**config.mk**
```make
export PLATFORM = sky130hd
export DESIGN_NAME = lcd_wr_ctrl
export DESIGN_NICKNAME = d
export VERILOG_FILES = /design/src/rtl/lcd_wr_pkg.sv /design/src/rtl/lcd_delay_cnt.sv /design/src/rtl/lcd_init_seq.sv /design/src/rtl/lcd_strobe_engine.sv /design/src/rtl/lcd_wr_ctrl.sv
export SDC_FILE = /design/constraint.sdc
export NUM_CORES = 1
export LEC_CHECK = 0
export BUFFER_PORTS_ARGS = -buffer_cell sky130_fd_sc_hd__buf_2
export CORE_MARGIN = 2
export CORE_UTILIZATION = 55
export DETAILED_ROUTE_END_ITERATION = 16
export GPL_ROUTABILITY_DRIVEN = 0
export PLACE_DENSITY = 0.76
export SETUP_SLACK_MARGIN = 0.1
export SYNTH_ARGS = -nofsm -noshare
export SYNTH_HDL_FRONTEND = slang
export SYNTH_SLANG_ARGS = --single-unit
```
**constraint.sdc**
```tcl
create_clock -name clk -period 2 [get_ports clk]
set_input_delay 0.1 -clock clk [delete_from_list [all_inputs] [get_ports clk]]
set_output_delay 0.1 -clock clk [all_outputs]
set_load 0.05 [all_outputs]
```
**src/rtl/lcd_wr_pkg.sv**
```systemverilog
package lcd_wr_pkg;

    typedef enum logic [2:0] {
        SQ_PWR,
        SQ_INIT_GO,
        SQ_INIT_WAIT,
        SQ_IDLE,
        SQ_HOST
    } seq_state_t;

    typedef enum logic [1:0] {
        EN_IDLE,
        EN_SLOT,
        EN_WAIT
    } eng_state_t;

    // One transfer toward the display
    typedef struct packed {
        logic [7:0] code;
        logic       rs;
        logic       nib_only;   // 4-bit mode: send the upper nibble only
    } lcd_xfer_t;

    // Nanoseconds to clock cycles, rounded up, at least one
    function automatic int ns_to_cyc(longint ns, longint hz);
        longint c;
        c = (ns * hz + 64'd999_999_999) / 64'd1_000_000_000;
        return (c < 1) ? 1 : int'(c);
    endfunction

    function automatic int max_int(int a, int b);
        return (a > b) ? a : b;
    endfunction

    // Clear and home need the extended settle time
    function automatic logic needs_long(lcd_xfer_t x);
        return !x.rs && !x.nib_only && (x.code == 8'h01 || x.code == 8'h02);
    endfunction

    // Value placed on the data lines for the given half of a transfer
    function automatic logic [7:0] bus_lane(bit bus4, logic [7:0] code, logic low_half);
        if (!bus4)
            return code;
        return low_half ? {code[3:0], 4'h0} : {code[7:4], 4'h0};
    endfunction

endpackage

```
**src/rtl/lcd_delay_cnt.sv**
```systemverilog
module lcd_delay_cnt #(
    parameter int CYCLES = 1
) (
    input  logic clk,
    input  logic rst,
    output logic expired
);
    localparam int CW = $clog2(CYCLES + 1);

    logic [CW-1:0] cnt;

    always_ff @(posedge clk) begin
        if (rst) begin
            cnt     <= '0;
            expired <= 1'b0;
        end else if (!expired) begin
            cnt <= cnt + 1'b1;
            if (cnt == CW'(CYCLES - 1))
                expired <= 1'b1;
        end
    end


    pwr_len_chk: assert property (@(posedge clk) disable iff (rst)
        $rose(expired) |-> cnt == CW'(CYCLES));

endmodule

```
**src/rtl/lcd_init_seq.sv**
```systemverilog
module lcd_init_seq
    import lcd_wr_pkg::*;
#(
    parameter bit BUS4 = 1'b0
) (
    input  logic [2:0] idx,
    output lcd_xfer_t  step
);
    generate
        if (BUS4) begin : g_nib
            always_comb begin
                step.rs       = 1'b0;
                step.nib_only = (idx <= 3'd3);
                case (idx)
                    3'd0, 3'd1, 3'd2: step.code = 8'h30;
                    3'd3:             step.code = 8'h20;
                    3'd4:             step.code = 8'h28;
                    3'd5:             step.code = 8'h0C;
                    3'd6:             step.code = 8'h01;
                    default:          step.code = 8'h06;
                endcase
            end
        end else begin : g_byte
            always_comb begin
                step.rs       = 1'b0;
                step.nib_only = 1'b0;
                case (idx)
                    3'd0, 3'd1, 3'd2: step.code = 8'h30;
                    3'd3:             step.code = 8'h38;
                    3'd4:             step.code = 8'h0C;
                    3'd5:             step.code = 8'h01;
                    default:          step.code = 8'h06;
                endcase
            end
        end
    endgenerate

endmodule

```
**src/rtl/lcd_strobe_engine.sv**
```systemverilog
module lcd_strobe_engine
    import lcd_wr_pkg::*;
#(
    parameter bit BUS4      = 1'b0,
    parameter int E_CYC     = 1,
    parameter int SPACE_CYC = 2,
    parameter int SLOT_CYC  = 3,
    parameter int SHORT_CYC = 37,
    parameter int LONG_CYC  = 1520
) (
    input  logic       clk,
    input  logic       rst,
    input  logic       start,
    input  lcd_xfer_t  req,
    output logic       busy,
    output logic       done,
    output logic       lcd_e,
    output logic       lcd_rs,
    output logic [7:0] lcd_db
);
    localparam int SW = $clog2(SLOT_CYC + 1);
    localparam int WW = $clog2(LONG_CYC + 1);
    localparam int GW = $clog2(SPACE_CYC + 1);

    eng_state_t      st;
    logic [SW-1:0]   scnt;
    logic [WW-1:0]   wcnt;
    lcd_xfer_t       cur;
    logic            second;
    logic            last_slot;
    logic            more;

    assign last_slot = (scnt == SW'(SLOT_CYC - 1));
    assign more      = BUS4 && !cur.nib_only && !second;

    always_ff @(posedge clk) begin
        if (rst) begin
            st     <= EN_IDLE;
            scnt   <= '0;
            wcnt   <= '0;
            cur    <= '0;
            second <= 1'b0;
            lcd_rs <= 1'b0;
            lcd_db <= '0;
        end else begin
            case (st)
                EN_IDLE: begin
                    if (start) begin
                        cur    <= req;
                        second <= 1'b0;
                        scnt   <= '0;
                        lcd_rs <= req.rs;
                        lcd_db <= bus_lane(BUS4, req.code, 1'b0);
                        st     <= EN_SLOT;
                    end
                end
                EN_SLOT: begin
                    if (last_slot) begin
                        if (more) begin
                            second <= 1'b1;
                            scnt   <= '0;
                            lcd_db <= bus_lane(BUS4, cur.code, 1'b1);
                        end else begin
                            wcnt <= needs_long(cur) ? WW'(LONG_CYC - 1) : WW'(SHORT_CYC - 1);
                            st   <= EN_WAIT;
                        end
                    end else begin
                        scnt <= scnt + 1'b1;
                    end
                end
                EN_WAIT: begin
                    if (wcnt == '0)
                        st <= EN_IDLE;
                    else
                        wcnt <= wcnt - 1'b1;
                end
                default: st <= EN_IDLE;
            endcase
        end
    end

    // Slot: cycle 0 sets up data, cycles 1..E_CYC strobe, the rest hold
    assign lcd_e = (st == EN_SLOT) && (scnt != '0) && (scnt <= SW'(E_CYC));
    assign busy  = (st != EN_IDLE);
    assign done  = (st == EN_WAIT) && (wcnt == '0);

    // Checker state: pulse width and spacing since the last rising edge
    logic          e_prev;
    logic [SW-1:0] hi_cnt;
    logic [GW-1:0] gap;
    logic          seen_rise;

    always_ff @(posedge clk) begin
        if (rst) begin
            e_prev    <= 1'b0;
            hi_cnt    <= '0;
            gap       <= '0;
            seen_rise <= 1'b0;
        end else begin
            e_prev <= lcd_e;
            hi_cnt <= lcd_e ? hi_cnt + 1'b1 : '0;
            if (lcd_e && !e_prev) begin
                gap       <= GW'(1);
                seen_rise <= 1'b1;
            end else if (gap < GW'(SPACE_CYC)) begin
                gap <= gap + 1'b1;
            end
        end
    end


    e_width_chk: assert property (@(posedge clk) disable iff (rst)
        (!lcd_e && e_prev) |-> hi_cnt >= SW'(E_CYC));


    e_space_chk: assert property (@(posedge clk) disable iff (rst)
        (lcd_e && !e_prev && seen_rise) |-> gap >= GW'(SPACE_CYC));


    e_stable_chk: assert property (@(posedge clk) disable iff (rst)
        (lcd_e && e_prev) |-> ($stable(lcd_db) && $stable(lcd_rs)));

endmodule

```
**src/rtl/lcd_wr_ctrl.sv**
```systemverilog
module lcd_wr_ctrl
    import lcd_wr_pkg::*;
#(
    parameter int CLK_HZ     = 50_000_000,
    parameter bit BUS4       = 1'b0,
    parameter int POWERUP_US = 100_000
) (
    input  logic       clk,
    input  logic       rst,
    input  logic       wr_en,
    input  logic       wr_rs,
    input  logic [7:0] wr_data,
    output logic       ready,
    output logic       lcd_e,
    output logic       lcd_rs,
    output logic       lcd_rw,
    output logic [7:0] lcd_db
);
    localparam longint HZ        = longint'(CLK_HZ);
    localparam int     E_CYC     = ns_to_cyc(140, HZ);
    localparam int     SPACE_CYC = ns_to_cyc(1200, HZ);
    localparam int     SLOT_CYC  = max_int(SPACE_CYC, E_CYC + 2);
    localparam int     SHORT_CYC = ns_to_cyc(37_000, HZ);
    localparam int     LONG_CYC  = ns_to_cyc(1_520_000, HZ);
    localparam int     PWR_US    = max_int(POWERUP_US, 40_000);
    localparam int     PWR_CYC   = ns_to_cyc(longint'(PWR_US) * 1000, HZ);
    localparam int     INIT_LEN  = BUS4 ? 8 : 7;

    seq_state_t state;
    logic [2:0] idx;
    logic       pwr_done;
    lcd_xfer_t  step;
    lcd_xfer_t  req;
    logic       start;
    logic       eng_busy;
    logic       eng_done;

    lcd_delay_cnt #(.CYCLES(PWR_CYC)) u_pwr (
        .clk     (clk),
        .rst     (rst),
        .expired (pwr_done)
    );

    lcd_init_seq #(.BUS4(BUS4)) u_seq (
        .idx  (idx),
        .step (step)
    );

    always_comb begin
        if (state == SQ_IDLE) begin
            req.code     = wr_data;
            req.rs       = wr_rs;
            req.nib_only = 1'b0;
        end else begin
            req = step;
        end
    end

    assign start = (state == SQ_INIT_GO) || (state == SQ_IDLE && wr_en);

    lcd_strobe_engine #(
        .BUS4      (BUS4),
        .E_CYC     (E_CYC),
        .SPACE_CYC (SPACE_CYC),
        .SLOT_CYC  (SLOT_CYC),
        .SHORT_CYC (SHORT_CYC),
        .LONG_CYC  (LONG_CYC)
    ) u_eng (
        .clk    (clk),
        .rst    (rst),
        .start  (start),
        .req    (req),
        .busy   (eng_busy),
        .done   (eng_done),
        .lcd_e  (lcd_e),
        .lcd_rs (lcd_rs),
        .lcd_db (lcd_db)
    );

    always_ff @(posedge clk) begin
        if (rst) begin
            state <= SQ_PWR;
            idx   <= '0;
        end else begin
            case (state)
                SQ_PWR:       if (pwr_done) state <= SQ_INIT_GO;
                SQ_INIT_GO:   state <= SQ_INIT_WAIT;
                SQ_INIT_WAIT: begin
                    if (eng_done) begin
                        if (idx == 3'(INIT_LEN - 1)) begin
                            state <= SQ_IDLE;
                        end else begin
                            idx   <= idx + 1'b1;
                            state <= SQ_INIT_GO;
                        end
                    end
                end
                SQ_IDLE:      if (wr_en) state <= SQ_HOST;
                SQ_HOST:      if (eng_done) state <= SQ_IDLE;
                default:      state <= SQ_PWR;
            endcase
        end
    end

    assign ready  = (state == SQ_IDLE);
    assign lcd_rw = 1'b0;


    accept_chk: assert property (@(posedge clk) disable iff (rst)
        (ready && wr_en) |=> !ready);


    e_idle_chk: assert property (@(posedge clk) disable iff (rst)
        lcd_e |-> !ready);


    pwr_quiet_chk: assert property (@(posedge clk) disable iff (rst)
        !pwr_done |-> (!lcd_e && !ready));


    start_free_chk: assert property (@(posedge clk) disable iff (rst)
        start |-> !eng_busy);

endmodule

```
==> results by group <==
Global route
  – GRT overflow: 0
  – First-pass GRT wire length: 14,500 µm
  – Gr usage total: 25.2%
  – Vias in the first global route: 3,157
  – Initial antenna violation count: 0
  – Largest net degree at the start of global routing: 31

Synth
  – Area contributors post-synth: dfxtp_1 (36%), nor2_1 (5.0%), a21oi_1 (4.6%), ha_1 (4.3%), nand2_1 (4.2%)
  – Number of synthesized flops with an enable pin: 0
  – Top cells by count, synth: dfxtp_1 (64), nor2_1 (47), nand2_1 (39)
  – Mean area per synthesized cell: 8.45 µm²
  – Unique masters post-synth: 68
  – Synth Cell Area: 3520 µm²
  – Sequential share of the synthesized area: 36.4%
  – Post-Syn Nets: 440
  – Asr flop ratio synth: 0%
  – Synth area leader: dfxtp_1
  – Synth Instances: 416
  – Register bit total from synthesis: 64
  – Ys Warns: 0
  – Post-synth top area share: 36.4%
  – Most common cell in the netlist: dfxtp_1
  – Post-synth top flop: dfxtp_1

Timing
  – Worst setup margin: 108 ps
  – Clock skew: 10.1 ps
  – Slew Viols, Final: 0
  – Fmax: 0.529 GHz
  – Finish-stage setup viols: 0
  – Final Hold Vio Count: 0
  – Tcrit/Tclk final: 94.6%
  – Setup tns final: 0 ps
  – Final min period: 1890 ps
  – RSZ-0062 raised after global routing: true

Setup path
  – Crit start category: register
  – Required time of the critical path: 2270 ps
  – Worst path slowest cell: or4_1
  – Critical Path Max Stage Delay: 480 ps
  – CP Capture Type: register
  – Crit path kind: register to register
  – Arrival time worst endpoint: 2160 ps
  – Critical-path cell list: inv_2, ha_4, and4b_1, a21o_4, o21ai_4, or4_1, a21oi_1
  – Worst Setup SP: u_eng.st[0]
  – Worst-path fanout max: 6
  – Crit Reg-Reg Startpoint: u_eng.st[0]

Drt
  – Vias per cell: 6.13
  – Drt drc: 0
  – Post-route antenna net violation count: 0
  – Final wirelength: 8710 µm
  – DR pass1 iterations: 5
  – Detail-routed net length per standard cell: 15.9 µm
  – Detailed Route Iter0 Violations: 327
  – Vias: 3,367

Power and ir drop
  – Max VDD drop: 0.486 mV
  – PwrDens: 637 nW/µm²
  – Leak: 1.67 nW

Clock network
  – Sink Count: 64
  – Root buffer cell: clkbuf_8
  – TritonCTS clock tree: done
  – Clk pin slew, worst setup/hold paths: 70 ps
  – H-Tree Depth: 3
  – Clk_lat worst skew: 360 ps
  – Number of CTS-inserted buffers: 9
  – Max Root-Sink Buffers: 2

Status
  – Outcome: finished clean

Layout
  – Antenna cells: 0
  – Layout overhead on the synthesized area: 21.8%
  – Layout cells sized above 1: 23.5%
  – Post-layout nets: 491
  – FF+latch area: 1290 µm²
  – Fillers: 514
  – Footprint of the multi-input gates: 2210 µm²
  – Fin util: 68.2%
  – Fin area: 4280 µm²

Floorplan
  – Die H: 84.0 µm
  – Die width: 84.0 µm
  – I/O pin count: 24
  – Placeable Area: 6280 µm²
  – # rows: 29
  – Initial core utilization: 56.0%
  – DIE AREA: 7050 µm²

Placement
  – Pre-CTS WS: 15.1 ps
  – Detail Placement HPWL: 5760 µm
  – Placed Area: 3790 µm²
  – Input/output buffers: 22

Min path
  – Hold Startpoint: wr_data[2]
  – Hold Crit Class: primary input to register

Job
  – MaxCap Viol Count: 0
-- per-stage QoR --
stage                     cells  hold slack (ps)  total power, mW
after detailed placement    521              362             1.37
after CTS                   544             6.67             2.74
after floorplan             416              252             1.35
final                       549             10.7             2.73
after global placement      521              360             1.37
after global routing        549             18.0             2.79
-- final cells by class --
cell class	count	area share, %
multi-input combinational	319	51.6
sequential	64	30.1
tap	77	2.25
timing repair buffer	55	8.76
clock buffer	11	3.30
inverter	18	1.64
clock inverter	5	2.42
-- report_power, final --
group / internal, mW / switching [mW]
Combinational: 0.0223 / 0.0398
Clock: 0.862 / 0.524
Sequential: 1.28 / 0.00540
-- what timing repair did --
item / in CTS / in global routing
setup endpoints to repair: 18 / 29
endpoints found under the hold margin: 3 / 0
pin swaps: 3 / 10
cloned: 1 / 0
hold buffers: 3 / 0
gates resized for setup: 14 / 24
setup buffers: 3 / 5
-- sequential cells by signal (all words and copies together), names as in the netlist --
signal	count
idx	3
u_eng.scnt	6
u_eng.wcnt	17
u_pwr.cnt	23
u_eng.cur	9
u_eng.st	2
u_pwr.expired	1
state	3
-- cells by family after synthesis --
kind of cell | count (synthesis) | share of synthesized area, %
AND/OR/NAND/NOR | 179 | 28.3
AO/OA/AOI/OAI | 100 | 19.6
flip-flops | 64 | 36.4
buffers and inverters | 34 | 4.70
XOR/XNOR | 21 | 5.23
adder cells (fa/ha/maj) | 12 | 4.27
multiplexers | 5 | 1.42
other | 1 | 0.107
-- critical path, delay by kind of cell, from the launching register on --
kind	cells	cell delay, ps
and+or+nand+nor	2	710
AOI/OAI and AO/OA	3	400
DFF	1	360
adders and majority gates	1	260
buffers and inverters	1	70
-- final timing paths --
kind / end / slack, ps / cells after the start
worst max-delay path: u_eng.wcnt[12] / 110 / 7
worst min-delay path: u_eng.cur[4] / 10 / 3
worst max register to register: u_eng.wcnt[12] / 110 / 7
worst min register to register: u_eng.cur[1] / 480 / 2
-- metal layers --
metal	vias up	GRT usage (%)	wire (µm)	part of all wire [%]
met3	28	6.73	537	6.2
li1	1621	-	-	-
met1	1592	33.5	3860	44
met5	-	0	0	0
met4	0	10.4	214	2.5
met2	126	38.7	4090	47
-- placed cells by master (no fill, tap or decap), types with 11 or more instances in the layout --
| cell type | n |
|---|---|
| o21ai_0 | 14 |
| buf_4 | 29 |
| xor2_1 | 11 |
| dfxtp_1 | 61 |
| buf_2 | 21 |
| a21oi_1 | 27 |
| nor2_1 | 46 |
| nand3_1 | 18 |
| nand2_1 | 39 |
| inv_1 | 14 |
Power figures use the tool's default switching activity.
